`src/rtl/psq_pkg.sv`:
```
package psq_pkg;
  localparam int unsigned OV_RAILS = 3;
  localparam int unsigned UV_RAILS = 2;

  typedef enum logic [1:0] {
    ST_OFF  = 2'd0,
    ST_ON   = 2'd1,
    ST_STOP = 2'd2
  } psq_state_e;
endpackage

```
`src/rtl/psq_rst_sync.sv`:
```
module psq_rst_sync (
  input  logic clk,
  input  logic rst_n,
  output logic rst_ns_o
);
  logic stg1_q, stg2_q;

  always_ff @(posedge clk or negedge rst_n) begin
    if (!rst_n) begin
      stg1_q <= 1'b0;
      stg2_q <= 1'b0;
    end else begin
      stg1_q <= 1'b1;
      stg2_q <= stg1_q;
    end
  end

  assign rst_ns_o = stg2_q;
endmodule

```
`src/rtl/psq_filter.sv`:
```
module psq_filter #(
  parameter int unsigned HOLD_TICKS = 8,
  parameter bit          RST_VAL    = 1'b0
) (
  input  logic clk,
  input  logic rst_n,
  input  logic tick_i,
  input  logic raw_i,
  output logic level_o
);
  localparam int unsigned CW = $clog2(HOLD_TICKS + 1);

  logic          sync1_q, sync2_q;
  logic          level_q, level_d;
  logic [CW-1:0] cnt_q, cnt_d;

  always_comb begin
    level_d = level_q;
    cnt_d   = cnt_q;
    if (sync2_q == level_q) begin
      cnt_d = '0;
    end else if (tick_i) begin
      if (cnt_q == CW'(HOLD_TICKS - 1)) begin
        level_d = sync2_q;
        cnt_d   = '0;
      end else begin
        cnt_d = cnt_q + CW'(1);
      end
    end
  end

  always_ff @(posedge clk or negedge rst_n) begin
    if (!rst_n) begin
      sync1_q <= RST_VAL;
      sync2_q <= RST_VAL;
      level_q <= RST_VAL;
      cnt_q   <= '0;
    end else begin
      sync1_q <= raw_i;
      sync2_q <= sync1_q;
      level_q <= level_d;
      cnt_q   <= cnt_d;
    end
  end

  assign level_o = level_q;

  // the accepted level moves only on a tick
  p_level_on_tick_r2: assert property (@(posedge clk) disable iff (!rst_n)
    !tick_i |=> $stable(level_q));
endmodule

```
`src/rtl/psq_pg_timer.sv`:
```
module psq_pg_timer #(
  parameter int unsigned PG_DLY_TICKS = 30000
) (
  input  logic clk,
  input  logic rst_n,
  input  logic tick_i,
  input  logic cond_i,
  output logic pgood_o
);
  localparam int unsigned CW = $clog2(PG_DLY_TICKS + 1);

  logic [CW-1:0] cnt_q, cnt_d;
  logic          done_q, done_d;

  always_comb begin
    cnt_d  = cnt_q;
    done_d = done_q;
    if (!cond_i) begin
      cnt_d  = '0;
      done_d = 1'b0;
    end else if (tick_i && !done_q) begin
      if (cnt_q == CW'(PG_DLY_TICKS - 1)) begin
        done_d = 1'b1;
        cnt_d  = '0;
      end else begin
        cnt_d = cnt_q + CW'(1);
      end
    end
  end

  always_ff @(posedge clk or negedge rst_n) begin
    if (!rst_n) begin
      cnt_q  <= '0;
      done_q <= 1'b0;
    end else begin
      cnt_q  <= cnt_d;
      done_q <= done_d;
    end
  end

  assign pgood_o = done_q & cond_i;

  // power-good can only rise on the edge after a tick
  p_pg_rise_tick_r10: assert property (@(posedge clk) disable iff (!rst_n)
    $rose(pgood_o) |-> $past(tick_i));
  // a failed condition restarts the delay from zero
  p_pg_restart_r11: assert property (@(posedge clk) disable iff (!rst_n)
    !cond_i |=> (cnt_q == '0 && !done_q));
endmodule

```
`src/rtl/psq_seq.sv`:
```
module psq_seq
  import psq_pkg::*;
#(
  parameter int unsigned UV_MASK_TICKS = 7500,
  parameter int unsigned OFF_DLY_TICKS = 230
) (
  input  logic clk,
  input  logic rst_n,
  input  logic tick_i,
  input  logic req_n_i,
  input  logic ov_any_i,
  input  logic uv_any_i,
  output logic on_o,
  output logic fault_o
);
  localparam int unsigned UCW = $clog2(UV_MASK_TICKS + 1);
  localparam int unsigned OCW = $clog2(OFF_DLY_TICKS + 1);

  psq_state_e     state_q, state_d;
  logic           lat_q, lat_d;
  logic           prv_q;
  logic [UCW-1:0] uv_cnt_q, uv_cnt_d;
  logic [OCW-1:0] off_cnt_q, off_cnt_d;
  logic           uv_en, req, released, fault_det, off_done;

  assign uv_en     = (uv_cnt_q == UCW'(UV_MASK_TICKS));
  assign req       = ~req_n_i;
  assign released  = req_n_i & ~prv_q;
  assign fault_det = (state_q != ST_OFF) & (ov_any_i | (uv_en & uv_any_i));
  assign off_done  = tick_i & (off_cnt_q == OCW'(OFF_DLY_TICKS - 1));

  always_comb begin
    state_d = state_q;
    if (fault_det) begin
      state_d = ST_OFF;
    end else begin
      unique case (state_q)
        ST_OFF:  if (req && !lat_q) state_d = ST_ON;
        ST_ON:   if (!req) state_d = ST_STOP;
        ST_STOP: begin
          if (req)           state_d = ST_ON;
          else if (off_done) state_d = ST_OFF;
        end
        default: state_d = ST_OFF;
      endcase
    end
  end

  always_comb begin
    if (fault_det)     lat_d = 1'b1;
    else if (released) lat_d = 1'b0;
    else               lat_d = lat_q;
  end

  always_comb begin
    if (state_q == ST_OFF)      uv_cnt_d = '0;
    else if (tick_i && !uv_en)  uv_cnt_d = uv_cnt_q + UCW'(1);
    else                        uv_cnt_d = uv_cnt_q;
  end

  always_comb begin
    if (state_q != ST_STOP) off_cnt_d = '0;
    else if (tick_i)        off_cnt_d = off_cnt_q + OCW'(1);
    else                    off_cnt_d = off_cnt_q;
  end

  always_ff @(posedge clk or negedge rst_n) begin
    if (!rst_n) begin
      state_q   <= ST_OFF;
      lat_q     <= 1'b0;
      prv_q     <= 1'b1;
      uv_cnt_q  <= '0;
      off_cnt_q <= '0;
    end else begin
      state_q   <= state_d;
      lat_q     <= lat_d;
      prv_q     <= req_n_i;
      uv_cnt_q  <= uv_cnt_d;
      off_cnt_q <= off_cnt_d;
    end
  end

  assign on_o    = (state_q == ST_ON);
  assign fault_o = (state_q == ST_OFF) | lat_q;

  // an accepted request with a clear latch turns the supply on at once
  p_turn_on_r4: assert property (@(posedge clk) disable iff (!rst_n)
    (state_q == ST_OFF && !req_n_i && !lat_q) |=> !fault_o);
  // a renewed request during turn-off goes back to the on state
  p_stop_abort_r6: assert property (@(posedge clk) disable iff (!rst_n)
    (state_q == ST_STOP && !req_n_i && !ov_any_i && !(uv_en && uv_any_i))
      |=> (state_q == ST_ON));
  // overvoltage while running latches the fault and turns off
  p_ov_latch_r7: assert property (@(posedge clk) disable iff (!rst_n)
    (state_q != ST_OFF && ov_any_i) |=> (lat_q && state_q == ST_OFF));
  // undervoltage inside the start-up mask sets no latch
  p_uv_masked_r8: assert property (@(posedge clk) disable iff (!rst_n)
    (state_q != ST_OFF && !uv_en && !ov_any_i) |=> !lat_q);
  // the latch only clears after an accepted release
  p_lat_clear_r9: assert property (@(posedge clk) disable iff (!rst_n)
    $fell(lat_q) |-> $past(req_n_i && !prv_q));
endmodule

```
`src/rtl/pwr_seq_ctrl.sv`:
```
module pwr_seq_ctrl
  import psq_pkg::*;
#(
  parameter int unsigned DGL_TICKS     = 8,
  parameter int unsigned DBNC_TICKS    = 3800,
  parameter int unsigned UV_MASK_TICKS = 7500,
  parameter int unsigned OFF_DLY_TICKS = 230,
  parameter int unsigned PG_DLY_TICKS  = 30000
) (
  input  logic                clk,
  input  logic                rst_n,
  input  logic                tick_i,
  input  logic                on_req_n_i,
  input  logic [OV_RAILS-1:0] ov_i,
  input  logic [UV_RAILS-1:0] uv_i,
  input  logic                pgi_i,
  output logic                fault_o,
  output logic                pgood_o
);
  logic                rst_ns;
  logic [OV_RAILS-1:0] ov_f;
  logic [UV_RAILS-1:0] uv_f;
  logic                pgi_f, req_n_f, on_st, pg_cond;

  psq_rst_sync u_rst (
    .clk      (clk),
    .rst_n    (rst_n),
    .rst_ns_o (rst_ns)
  );

  for (genvar i = 0; i < OV_RAILS; i++) begin : g_ov
    psq_filter #(.HOLD_TICKS(DGL_TICKS), .RST_VAL(1'b0)) u_flt (
      .clk(clk), .rst_n(rst_ns), .tick_i(tick_i),
      .raw_i(ov_i[i]), .level_o(ov_f[i])
    );
  end

  for (genvar j = 0; j < UV_RAILS; j++) begin : g_uv
    psq_filter #(.HOLD_TICKS(DGL_TICKS), .RST_VAL(1'b0)) u_flt (
      .clk(clk), .rst_n(rst_ns), .tick_i(tick_i),
      .raw_i(uv_i[j]), .level_o(uv_f[j])
    );
  end

  psq_filter #(.HOLD_TICKS(DGL_TICKS), .RST_VAL(1'b0)) u_pgi_flt (
    .clk(clk), .rst_n(rst_ns), .tick_i(tick_i),
    .raw_i(pgi_i), .level_o(pgi_f)
  );

  psq_filter #(.HOLD_TICKS(DBNC_TICKS), .RST_VAL(1'b1)) u_req_flt (
    .clk(clk), .rst_n(rst_ns), .tick_i(tick_i),
    .raw_i(on_req_n_i), .level_o(req_n_f)
  );

  psq_seq #(
    .UV_MASK_TICKS (UV_MASK_TICKS),
    .OFF_DLY_TICKS (OFF_DLY_TICKS)
  ) u_seq (
    .clk      (clk),
    .rst_n    (rst_ns),
    .tick_i   (tick_i),
    .req_n_i  (req_n_f),
    .ov_any_i (|ov_f),
    .uv_any_i (|uv_f),
    .on_o     (on_st),
    .fault_o  (fault_o)
  );

  assign pg_cond = on_st & pgi_f & ~(|uv_f) & ~(|ov_f);

  psq_pg_timer #(.PG_DLY_TICKS(PG_DLY_TICKS)) u_pg (
    .clk     (clk),
    .rst_n   (rst_ns),
    .tick_i  (tick_i),
    .cond_i  (pg_cond),
    .pgood_o (pgood_o)
  );

  // power-good never stands while the supply is held off
  p_pg_needs_run_r11: assert property (@(posedge clk) disable iff (!rst_ns)
    fault_o |-> !pgood_o);
endmodule

```
`config.mk`:
```
export PLATFORM = sky130hd
export DESIGN_NAME = pwr_seq_ctrl
export DESIGN_NICKNAME = d
export VERILOG_FILES = /design/src/rtl/psq_pkg.sv /design/src/rtl/psq_rst_sync.sv /design/src/rtl/psq_filter.sv /design/src/rtl/psq_pg_timer.sv /design/src/rtl/psq_seq.sv /design/src/rtl/pwr_seq_ctrl.sv
export SDC_FILE = /design/constraint.sdc
export NUM_CORES = 1
export LEC_CHECK = 0
export ABC_AREA = 1
export ABC_CLOCK_PERIOD_IN_PS = 4200
export CAP_MARGIN = 10
export CORE_MARGIN = 10
export CORE_UTILIZATION = 35
export CTS_BUF_LIST = sky130_fd_sc_hd__clkbuf_16
export DETAILED_ROUTE_END_ITERATION = 8
export DONT_BUFFER_PORTS = 1
export HOLD_SLACK_MARGIN = 0.15
export MAX_ROUTING_LAYER = met4
export PLACE_DENSITY_LB_ADDON = 0.05
export SLEW_MARGIN = 5
export SYNTH_ARGS = -nofsm -noshare
export SYNTH_HDL_FRONTEND = slang
export SYNTH_SLANG_ARGS = --single-unit
```
`constraint.sdc`:
```
create_clock -name clk -period 4.2 [get_ports clk]
set_input_delay 0.63 -clock clk [delete_from_list [all_inputs] [get_ports clk]]
set_output_delay 0.63 -clock clk [all_outputs]
set_load 0.03 [all_outputs]
```
==> results.ini <==
[outcome]
status=finished clean

[timing]
relSlewSlack_pct=34.9
post-route-min-period_ns=2.38
skew_ns=0.00364
slew_violations=0
rsz0062_at_grt=no
setup_viol=0
hold_viol_final=0
tightestPinTransition_ns=0.977
fmax_mhz=420
period_share_pct=56.7
setup_tns_ns=0
layout_setup_ws_ns=1.82

[power_and_ir_drop]
leakagePower_uw=0.00240
power_density_nw_per_um2=420
peakVddDrop_mv=0.203

[hold_path]
min_from=on_req_n_i
hold_path_class=in2reg

[floorplanning]
coreArea_um2=14400
start_util_pct=35.4
fp.dieW_um=141
dieArea_um2=19800
ios=12
num_rows=44
die_h_um=141

[synth]
synth_ff_type=dfrtp_1
yosys_warnings=0
synth-compound-area-share_pct=10.7
syn_nets=652
netlist_area_um2=5110
yosys.area.top_type_share_pct=47.0
synth_xor_area_share_pct=2.91
postSynth.asyncResetShare_pct=100
yosys-top-cells-count=nand2_1, dfrtp_1, inv_1
synth_edf_count=0
synth_most_common_cell=nand2_1
synth_top_family_by_area=simple AND/OR/NAND/NOR gates
avgSynthCellArea_um2=8.11
synth_area_leader_cell=dfrtp_1
synthMuxAreaShare_pct=0
synthDistinctLibCells=38
synthesis.instances=630
synthAdderAreaFrac_pct=2.94
synth-simple-area-share_pct=26.1
seq_area_frac_synth_pct=49.0
synth_area_leaders=dfrtp_1, nand2_1, inv_1
ys_seq_elements=100

[critical_path]
startpoint=u_seq.state_q[0]
critPathArrivalTime_ns=1.75
crit_family=simple AND/OR/NAND/NOR gates
cpPeakStageDelay_ns=0.52
cp-end-kind=output pin
path_buf_inv=2
cp_max_fo=5
worst_path_max_delay_cell=nor2_1
r2r_start=u_pg.cnt_q[0]
critical_path_required_ns=3.57
crit_chain=inv_2, nor2_2, nand3_2, nor2_4, inv_1, nor2_1
start_kind=flop
criticalPathCategory=reg2out

[clock_network]
cts_num_sinks=100
path_clk_slew_ns=0.07
insertion_delay_ns=0.35
ctsHtreeMaxLevel=3
cts_inserted_buffers=9
clockRootBuffer=clkbuf_16
cts_resized=0
cts_buffer_depth=2
cts_tree=yes

[global_routing]
grt_max_degree=76
grt_overflow_total=0
grt_pass1_vias=3820
antenna_found_initial=0
grt_use_total_pct=11.4
grt_pass1_wl_um=18300

[cells_and_area]
drive_above_1_share_pct=8.44
multi_input_area_um2=2190
fill_cells=1493
seq_area_um2=2510
area.growth.synth_to_final_pct=8.93
finalNonFillerCells=824
n_antenna_cell=0
final_net_count=657

[drt]
dr.pass1.iters=4
route.detailed.wl_per_inst_um=12.7
viasPerCell=4.75
ant_nets=0
drt_iter0_markers=201
drc=0
wirelength_um=10500
vias=3915

[flow_run]
maxCapViolCount=0

[placement]
gp_congestion=0.844
dp_cells=807
port_buffers=0
hpwlAfterDp_um=7330
pre_cts_ws_ns=2.19

layer usage:
metal	wire [um]	share of wire, %	global-route usage (%)	vias to the layer above
li1	-	-	-	2039
met1	5410	52	14.7	1823
met2	4680	45	17.0	45
met3	301	2.9	3.43	8
met4	80	0.76	2.93	0
met5	0	0	-	-
stage by stage:
step / hold WS (ns) / power (uW) / area, um2 / util [%]
after CTS: 0.248 / 2390 / 5570 / 38.6
after global routing: 0.243 / 2510 / 5570 / 38.6
after floorplan: 0.331 / 1500 / 5110 / -
after global placement: 0.333 / 1580 / 5290 / 36.7
after detailed placement: 0.335 / 1590 / 5290 / 36.7
final: 0.274 / 2340 / 5570 / 38.6
where the power goes:
part           switching, uW  internal [uW]
sequential               108           1060
clock                    372            400
combinational            268            127
registers in the layout, indices dropped and copies added (netlist names), 2 cells and up:
| signal | count |
|---|---|
| g_ov.u_flt.cnt_q | 12 |
| g_ov.u_flt.level_o | 3 |
| g_ov.u_flt.sync1_q | 3 |
| g_ov.u_flt.sync2_q | 3 |
| g_uv.u_flt.cnt_q | 8 |
| g_uv.u_flt.level_o | 2 |
| g_uv.u_flt.sync1_q | 2 |
| g_uv.u_flt.sync2_q | 2 |
| u_pg.cnt_q | 15 |
| u_pgi_flt.cnt_q | 4 |
| u_req_flt.cnt_q | 12 |
| u_seq.off_cnt_q | 8 |
| u_seq.state_q | 2 |
| u_seq.uv_cnt_q | 13 |
area by class of cell:
cell class / instances / area share, %
Multi-Input combinational cell: 427 / 39.2
Clock buffer: 9 / 4.04
Inverter: 95 / 6.40
Clock inverter: 7 / 0.764
Timing Repair Buffer: 2 / 0.315
Sequential cell: 100 / 45.1
Tap cell: 184 / 4.13
placed cells by master (no fill, tap or decap), drive strengths merged, types with 9 or more instances in the layout:
cell type / count
nand3: 51
a21oi: 30
o21ai: 50
nand2: 138
dfrtp: 96
ha: 12
xor2: 14
nor3: 25
inv: 99
nand4: 9
clkbuf: 9
nor2: 71
final timing paths:
path	to	slack, ns	cells past startpoint
setup / recovery	pgood_o	1.82	6
hold / removal	u_req_flt.sync1_q	0.27	0
setup reg to reg	u_pg.cnt_q[5]	2.36	10
hold reg to reg	g_ov[1].u_flt.sync2_q	0.35	0
max in group asynchronous	u_seq.off_cnt_q[4]	2.80	1
min in group asynchronous	u_pgi_flt.sync1_q	0.50	0
kinds of logic after synthesis:
logic type | count (synthesis)
xor gates and xnor gates | 17
AOI/OAI and AO/OA | 98
other | 1
DFF | 100
and+or+nand+nor | 299
adders and majority gates | 12
buffers and inverters | 103
what timing repair did:
action / in CTS / in global routing
buffers inserted: 0 / 0
hold buffers: 1 / 0
endpoints found under the hold margin: 2 / 0
Power figures use the tool's default switching activity.
